File: src/rtl/mal_pkg.sv
package mal_pkg;
  localparam int MAC_BYTES = 6;
  localparam int MAC_W     = 8 * MAC_BYTES;
  localparam int SLOT_W    = $clog2(MAC_BYTES + 1);

  // Return cur with byte lane 'slot' replaced by b (lane 0 = bits 7:0).
  function automatic logic [MAC_W-1:0] place_byte(input logic [MAC_W-1:0]  cur,
                                                  input logic [SLOT_W-1:0] slot,
                                                  input logic [7:0]        b);
    logic [MAC_W-1:0] r;
    r = cur;
    for (int i = 0; i < MAC_BYTES; i++) begin
      if (slot == SLOT_W'(i)) r[8*i +: 8] = b;
    end
    return r;
  endfunction

  // Signature comparison for the programmed-part marker.
  function automatic logic sig_match(input logic [7:0] b, input logic [7:0] sig);
    return b == sig;
  endfunction
endpackage

File: src/rtl/mal_seq.sv
module mal_seq #(
  parameter int          AW  = 8,
  parameter logic [7:0]  SIG = 8'hA5
) (
  input  logic                      clk,
  input  logic                      rst_n,
  input  logic                      reload_cmd,
  input  logic                      rd_ack,
  input  logic [7:0]                rd_data,
  input  logic                      timeout_hit,
  output logic                      busy,
  output logic                      rd_req,
  output logic [AW-1:0]             rd_addr,
  output logic                      accept,
  output logic                      ack_take,
  output logic                      byte_we,
  output logic [mal_pkg::SLOT_W-1:0] byte_slot,
  output logic                      commit,
  output logic                      fail_evt,
  output logic                      sig_bad
);
  localparam int IW = mal_pkg::SLOT_W;
  localparam int NB = mal_pkg::MAC_BYTES;

  logic          fetching;
  logic [IW-1:0] idx;
  logic          at_sig;
  logic          at_last;

  assign busy      = fetching;
  assign rd_req    = fetching;
  assign rd_addr   = AW'(idx);
  assign at_sig    = (idx == '0);
  assign at_last   = (idx == IW'(NB));
  assign accept    = reload_cmd & ~fetching;
  assign ack_take  = fetching & rd_ack;
  assign sig_bad   = ack_take & at_sig & ~mal_pkg::sig_match(rd_data, SIG);
  assign byte_we   = ack_take & ~at_sig;
  assign byte_slot = idx - IW'(1);
  assign commit    = ack_take & at_last;
  assign fail_evt  = sig_bad | (fetching & ~rd_ack & timeout_hit);

  always_ff @(posedge clk or negedge rst_n) begin
    if (!rst_n) begin
      fetching <= 1'b0;
      idx      <= '0;
    end else if (accept) begin
      fetching <= 1'b1;
      idx      <= '0;
    end else if (fetching) begin
      if (commit || fail_evt) fetching <= 1'b0;
      else if (ack_take)      idx      <= idx + IW'(1);
    end
  end

  assert_busy_on_accept_R2: assert property (@(posedge clk) disable iff (!rst_n)
    accept |=> busy);
  assert_req_hold_R4: assert property (@(posedge clk) disable iff (!rst_n)
    (rd_req && !rd_ack && !timeout_hit) |=> (rd_req && $stable(rd_addr)));
  assert_addr_range_R4: assert property (@(posedge clk) disable iff (!rst_n)
    rd_req |-> (rd_addr <= AW'(NB)));
  assert_stop_after_bad_sig_R5: assert property (@(posedge clk) disable iff (!rst_n)
    sig_bad |=> !rd_req);
  assert_single_outcome_R5: assert property (@(posedge clk) disable iff (!rst_n)
    $onehot0({commit, fail_evt}));
endmodule

File: src/rtl/mal_timer.sv
module mal_timer #(
  parameter int TW = 16
) (
  input  logic          clk,
  input  logic          rst_n,
  input  logic          waiting,
  input  logic          restart,
  input  logic [TW-1:0] limit,
  output logic          timeout_hit
);
  logic [TW-1:0] wait_cnt;

  // True when the current waiting cycle is the last one allowed.
  function automatic logic limit_reached(input logic [TW-1:0] cnt, input logic [TW-1:0] lim);
    logic [TW:0] next_cnt;
    next_cnt = {1'b0, cnt} + (TW+1)'(1);
    return next_cnt >= {1'b0, lim};
  endfunction

  assign timeout_hit = waiting & limit_reached(wait_cnt, limit);

  always_ff @(posedge clk or negedge rst_n) begin
    if (!rst_n)                       wait_cnt <= '0;
    else if (restart)                 wait_cnt <= '0;
    else if (waiting && !timeout_hit) wait_cnt <= wait_cnt + TW'(1);
  end
endmodule

File: src/rtl/mal_addr_reg.sv
module mal_addr_reg (
  input  logic                        clk,
  input  logic                        rst_n,
  input  logic                        byte_we,
  input  logic [mal_pkg::SLOT_W-1:0]  byte_slot,
  input  logic [7:0]                  wdata,
  input  logic                        commit,
  output logic [mal_pkg::MAC_W-1:0]   station_addr
);
  logic [mal_pkg::MAC_W-1:0] shadow;

  always_ff @(posedge clk or negedge rst_n) begin
    if (!rst_n) begin
      shadow       <= '0;
      station_addr <= '0;
    end else begin
      if (byte_we) shadow       <= mal_pkg::place_byte(shadow, byte_slot, wdata);
      if (commit)  station_addr <= mal_pkg::place_byte(shadow, byte_slot, wdata);
    end
  end

  assert_addr_atomic_R7: assert property (@(posedge clk) disable iff (!rst_n)
    !commit |=> $stable(station_addr));
endmodule

File: src/rtl/mal_status.sv
module mal_status (
  input  logic clk,
  input  logic rst_n,
  input  logic accept,
  input  logic commit,
  input  logic fail_evt,
  output logic addr_loaded,
  output logic load_done,
  output logic load_fail
);
  always_ff @(posedge clk or negedge rst_n) begin
    if (!rst_n) begin
      addr_loaded <= 1'b0;
      load_done   <= 1'b0;
      load_fail   <= 1'b0;
    end else if (accept) begin
      load_done <= 1'b0;
      load_fail <= 1'b0;
    end else if (commit) begin
      addr_loaded <= 1'b1;
      load_done   <= 1'b1;
    end else if (fail_evt) begin
      addr_loaded <= 1'b0;
      load_fail   <= 1'b1;
    end
  end

  assert_fail_drops_loaded_R8: assert property (@(posedge clk) disable iff (!rst_n)
    fail_evt |=> (load_fail && !addr_loaded && !load_done));
  assert_success_flags_R9: assert property (@(posedge clk) disable iff (!rst_n)
    commit |=> (addr_loaded && load_done && !load_fail));
  assert_accept_clears_R9: assert property (@(posedge clk) disable iff (!rst_n)
    accept |=> (!load_done && !load_fail && $stable(addr_loaded)));
endmodule

File: src/rtl/mac_addr_loader.sv
module mac_addr_loader #(
  parameter int         AW  = 8,
  parameter int         TW  = 16,
  parameter logic [7:0] SIG = 8'hA5
) (
  input  logic                      clk,
  input  logic                      rst_n,
  input  logic                      reload_cmd,
  input  logic [TW-1:0]             timeout_cycles,
  output logic                      busy,
  output logic                      addr_loaded,
  output logic                      load_done,
  output logic                      load_fail,
  output logic                      rd_req,
  output logic [AW-1:0]             rd_addr,
  input  logic                      rd_ack,
  input  logic [7:0]                rd_data,
  output logic [mal_pkg::MAC_W-1:0] station_addr
);
  logic                       accept;
  logic                       ack_take;
  logic                       byte_we;
  logic [mal_pkg::SLOT_W-1:0] byte_slot;
  logic                       commit;
  logic                       fail_evt;
  logic                       sig_bad;
  logic                       timeout_hit;

  mal_seq #(.AW(AW), .SIG(SIG)) seq_i (
    .clk(clk), .rst_n(rst_n), .reload_cmd(reload_cmd), .rd_ack(rd_ack),
    .rd_data(rd_data), .timeout_hit(timeout_hit), .busy(busy), .rd_req(rd_req),
    .rd_addr(rd_addr), .accept(accept), .ack_take(ack_take), .byte_we(byte_we),
    .byte_slot(byte_slot), .commit(commit), .fail_evt(fail_evt), .sig_bad(sig_bad)
  );

  mal_timer #(.TW(TW)) timer_i (
    .clk(clk), .rst_n(rst_n), .waiting(busy), .restart(accept | ack_take),
    .limit(timeout_cycles), .timeout_hit(timeout_hit)
  );

  mal_addr_reg addr_i (
    .clk(clk), .rst_n(rst_n), .byte_we(byte_we), .byte_slot(byte_slot),
    .wdata(rd_data), .commit(commit), .station_addr(station_addr)
  );

  mal_status status_i (
    .clk(clk), .rst_n(rst_n), .accept(accept), .commit(commit), .fail_evt(fail_evt),
    .addr_loaded(addr_loaded), .load_done(load_done), .load_fail(load_fail)
  );

  assert_timeout_ends_R10: assert property (@(posedge clk) disable iff (!rst_n)
    (timeout_hit && !rd_ack) |=> (!busy && load_fail));
endmodule

File: config.mk
export PLATFORM = sky130hd
export DESIGN_NAME = mac_addr_loader
export DESIGN_NICKNAME = d
export VERILOG_FILES = /design/src/rtl/mal_pkg.sv /design/src/rtl/mal_seq.sv /design/src/rtl/mal_timer.sv /design/src/rtl/mal_addr_reg.sv /design/src/rtl/mal_status.sv /design/src/rtl/mac_addr_loader.sv
export SDC_FILE = /design/constraint.sdc
export NUM_CORES = 1
export LEC_CHECK = 0
export BUFFER_PORTS_ARGS = -buffer_cell sky130_fd_sc_hd__buf_2
export CORE_UTILIZATION = 45
export CTS_CLUSTER_SIZE = 24
export DETAILED_ROUTE_END_ITERATION = 10
export GPL_TIMING_DRIVEN = 0
export MAX_ROUTING_LAYER = met4
export PLACE_DENSITY = 0.72
export SLEW_MARGIN = 10
export SYNTH_ARGS = -nofsm -noshare
export SYNTH_HDL_FRONTEND = slang
export SYNTH_SLANG_ARGS = --single-unit
File: constraint.sdc
create_clock -name clk -period 5 [get_ports clk]
set_clock_uncertainty 0.2 [all_clocks]
set_input_delay 1 -clock clk [delete_from_list [all_inputs] [get_ports clk]]
set_output_delay 1 -clock clk [all_outputs]
set_load 0.01 [all_outputs]
==> out/results.ini <==
[route]
drc=0
via_per_inst=5.412
vias=4703
first_pass_iters=6
final_antenna_net_count=0
wl_per_cell_um=16.50
wirelength_mm=14.34
drt_iter0_drc=270

[clock_network]
clk_pin_slew_ns=0.06
numCtsBuffers=17
cts_tree=yes
ctsHoldBuffers=0
cts_root_buffer=clkbuf_16
post_cts_buffers=0
h-tree-depth=4
clk_latency_ns=0.41
cts_max_path_buffers=2
ctsResizeCount=0
clkSinkCount=119

[run_status]
outcome=finished clean

[setup_path]
worst-path-max-fanout=10
crit_arrival_ns=4.46
reg2reg_from=timer_i.wait_cnt[0]
criticalPathCategory=reg2reg
endpoint_kind=flip-flop
rr_worst_depth=13
critPathRequiredTime_ns=5.05
r2r_setup_slack_ns=0.60
start_kind=flip-flop
timing.rr.end=timer_i.wait_cnt[10]

[place]
dpl_cell_area_um2=6729
port_buffers=83
routabilityCongestion=0.9180
post-dp-hpwl_mm=10.18

[pwr]
power_density_nw_per_um2=541.8
p_leak_nw=3.736
ir_drop_v=0.0003216
total_power_mw=3.950

[die]
die_area_um2=13910
initial_core_util_pct=46.98
boundaryPins=89
fp.dieH_um=117.9
core_um2=12880
die_w_um=117.9
row_count=41

[logic_synthesis]
avgSynthCellArea_um2=10.48
synthTopCellsByCount=dfrtp_1 (119), nand2_1 (92), o21ai_0 (47), mux2i_1 (42), mux2_2 (40)
ys_seq_area_share_pct=49.22
synth_area_leaders=dfrtp_1 (49%), mux2_2 (7.4%), mux2i_1 (6.9%), nand2_1 (5.7%), ha_1 (4.8%)
yosys_warnings=0
ys_types=54
ys_seq_elements=119
synth_cells=577
synth_top_area_share_pct=49.22
syn_area_um2=6050
synth_top_area_cell=dfrtp_1
yosysMostFrequentCell=dfrtp_1
ys.flop_type=dfrtp_1
async_reset_ff_share_pct=100.0
synth-edff-count=0

[global_route]
grt_pass1_vias=4881
grt_pass1_wl_mm=23.95
track_usage_pct=22.46
antenna_found_initial=0
grt_max_degree=75
overflow=0

[layout]
n_antenna_cell=0
area_delta_synth_final_pct=20.52
stdcell_area_um2=7291
nets=735
drive_gt1_share_pct=25.39
fillers=1130

[timing]
worstMarginPinSlew_ns=0.7580
fmax_mhz=227.1
rsz0062_at_grt=no
period_minus_slack_ns=4.404
fin_tns_setup_ns=0
finalMaxSlewViolations=0
maxSlewHeadroom_pct=49.08
finalHoldViolCount=0
setup_viol=0
post-route-period-util_pct=88.08

[min_path]
worst_hold_startpoint=addr_i.station_addr[14]
whs_path_depth=2
hp-class=reg2reg
holdPathEnd=addr_i.station_addr[14]

[flow_run]
maxCapViolCount=0

area by class of cell:
| cell class | count | area [um2] | area share, % |
|---|---|---|---|
| repair buffers | 84 | 449.2 | 6.161 |
| inverters | 21 | 78.83 | 1.081 |
| well taps | 172 | 215.2 | 2.952 |
| multi-input cells | 402 | 2824 | 38.73 |
| clock buffers | 22 | 464.2 | 6.367 |
| clock inverters | 10 | 97.59 | 1.339 |
| flip-flops and latches | 119 | 2978 | 40.84 |
| plain buffers | 39 | 183.9 | 2.523 |
worst max-delay path, cell delays in order (launching register included):
cell and delay (ns):
dfrtp_1 0.47, ha_1 0.30, nand3_2 0.15, nor2_1 0.33, nand3_1 0.21, or2_2 0.35, xnor2_1 0.20, ha_1 0.28
a21o_1 0.16, a21o_1 0.18, a41o_1 0.21, nand3b_2 0.33, nor3_1 0.68, o2bb2ai_1 0.18
kinds of logic (layout without fill, tap and decap cells):
logic type / Yosys count / in the layout / share of synthesized area (%)
AO/OA/AOI/OAI: 94 / 94 / 9.948
AND/OR/NAND/NOR: 175 / 175 / 13.48
flip-flops: 119 / 119 / 49.22
XOR/XNOR: 15 / 15 / 2.296
multiplexers: 90 / 90 / 15.88
buffers and inverters: 60 / 176 / 4.343
adder cells (fa/ha/maj): 23 / 23 / 4.757
other: 1 / 5 / 0.06199
power breakdown:
| group | switching (mW) | internal, mW |
|---|---|---|
| combinational | 0.688 | 0.580 |
| sequential | 0.219 | 1.32 |
| clock | 0.435 | 0.711 |
| total | 1.34 | 2.61 |
stage by stage:
step | util, % | setup WS (ns) | hold WS (ns) | cells
2_1_floorplan | - | 1.518 | 0.2640 | 581
3_3_place_gp | 52.00 | 0.7431 | 0.2617 | 836
3_5_place_dp | 52.26 | 0.6391 | 0.2675 | 837
4_1_cts | 56.62 | 0.6389 | 0.2790 | 869
5_1_grt | 56.62 | 0.3984 | 0.2939 | 869
6_report | 56.62 | 0.5959 | 0.2767 | 869
state kept, by name, summed over array words and instances, names as in the netlist:
name,cells
addr_i.shadow,48
addr_i.station_addr,48
timer_i.wait_cnt,16
seq_i.idx,3
seq_i.busy,1
status_i.addr_loaded,1
status_i.load_done,1
status_i.load_fail,1
worst max-delay path by stage:
| stage | start | to | slack (ns) | depth (start not counted) |
|---|---|---|---|---|
| detailed placement | timer_i.wait_cnt[0] | timer_i.wait_cnt[10] | 0.64 | 13 |
| CTS | timer_i.wait_cnt[0] | timer_i.wait_cnt[10] | 0.64 | 13 |
| global placement | timer_i.wait_cnt[0] | timer_i.wait_cnt[14] | 0.74 | 13 |
| finish | timer_i.wait_cnt[0] | timer_i.wait_cnt[10] | 0.60 | 13 |
| global route | timer_i.wait_cnt[0] | timer_i.wait_cnt[10] | 0.40 | 13 |
| floorplan | timer_i.wait_cnt[0] | timer_i.wait_cnt[10] | 1.52 | 13 |
cell usage in the layout (no fill, tap or decap), types with 3 or more instances in the layout:
master / netlist / final
clkinvlp_4: 0 / 3
nand2b_1: 9 / 9
o2bb2ai_1: 5 / 5
conb_1: 1 / 5
nand2_1: 92 / 92
clkinv_4: 0 / 3
or2_2: 4 / 4
clkbuf_1: 26 / 29
buf_4: 6 / 6
clkbuf_16: 0 / 17
o31ai_1: 3 / 3
and2_1: 4 / 4
mux2_1: 8 / 8
ha_1: 23 / 23
xnor2_1: 12 / 12
nand4_1: 8 / 8
dfrtp_1: 119 / 119
nor2_1: 22 / 22
a31oi_1: 8 / 8
inv_1: 20 / 20
mux2i_1: 42 / 42
nor3_1: 4 / 4
o21ai_0: 47 / 47
buf_2: 5 / 87
o311ai_0: 7 / 7
a21oi_1: 6 / 6
mux2_2: 40 / 40
nand3_1: 20 / 20
routing by layer:
layer,part of all wire [%],track usage [%]
met1,44,26.97
met3,4.5,5.233
met2,50,37.32
met5,0,-
met4,1.1,7.131
No activity file was read; power rests on OpenSTA's default activity.
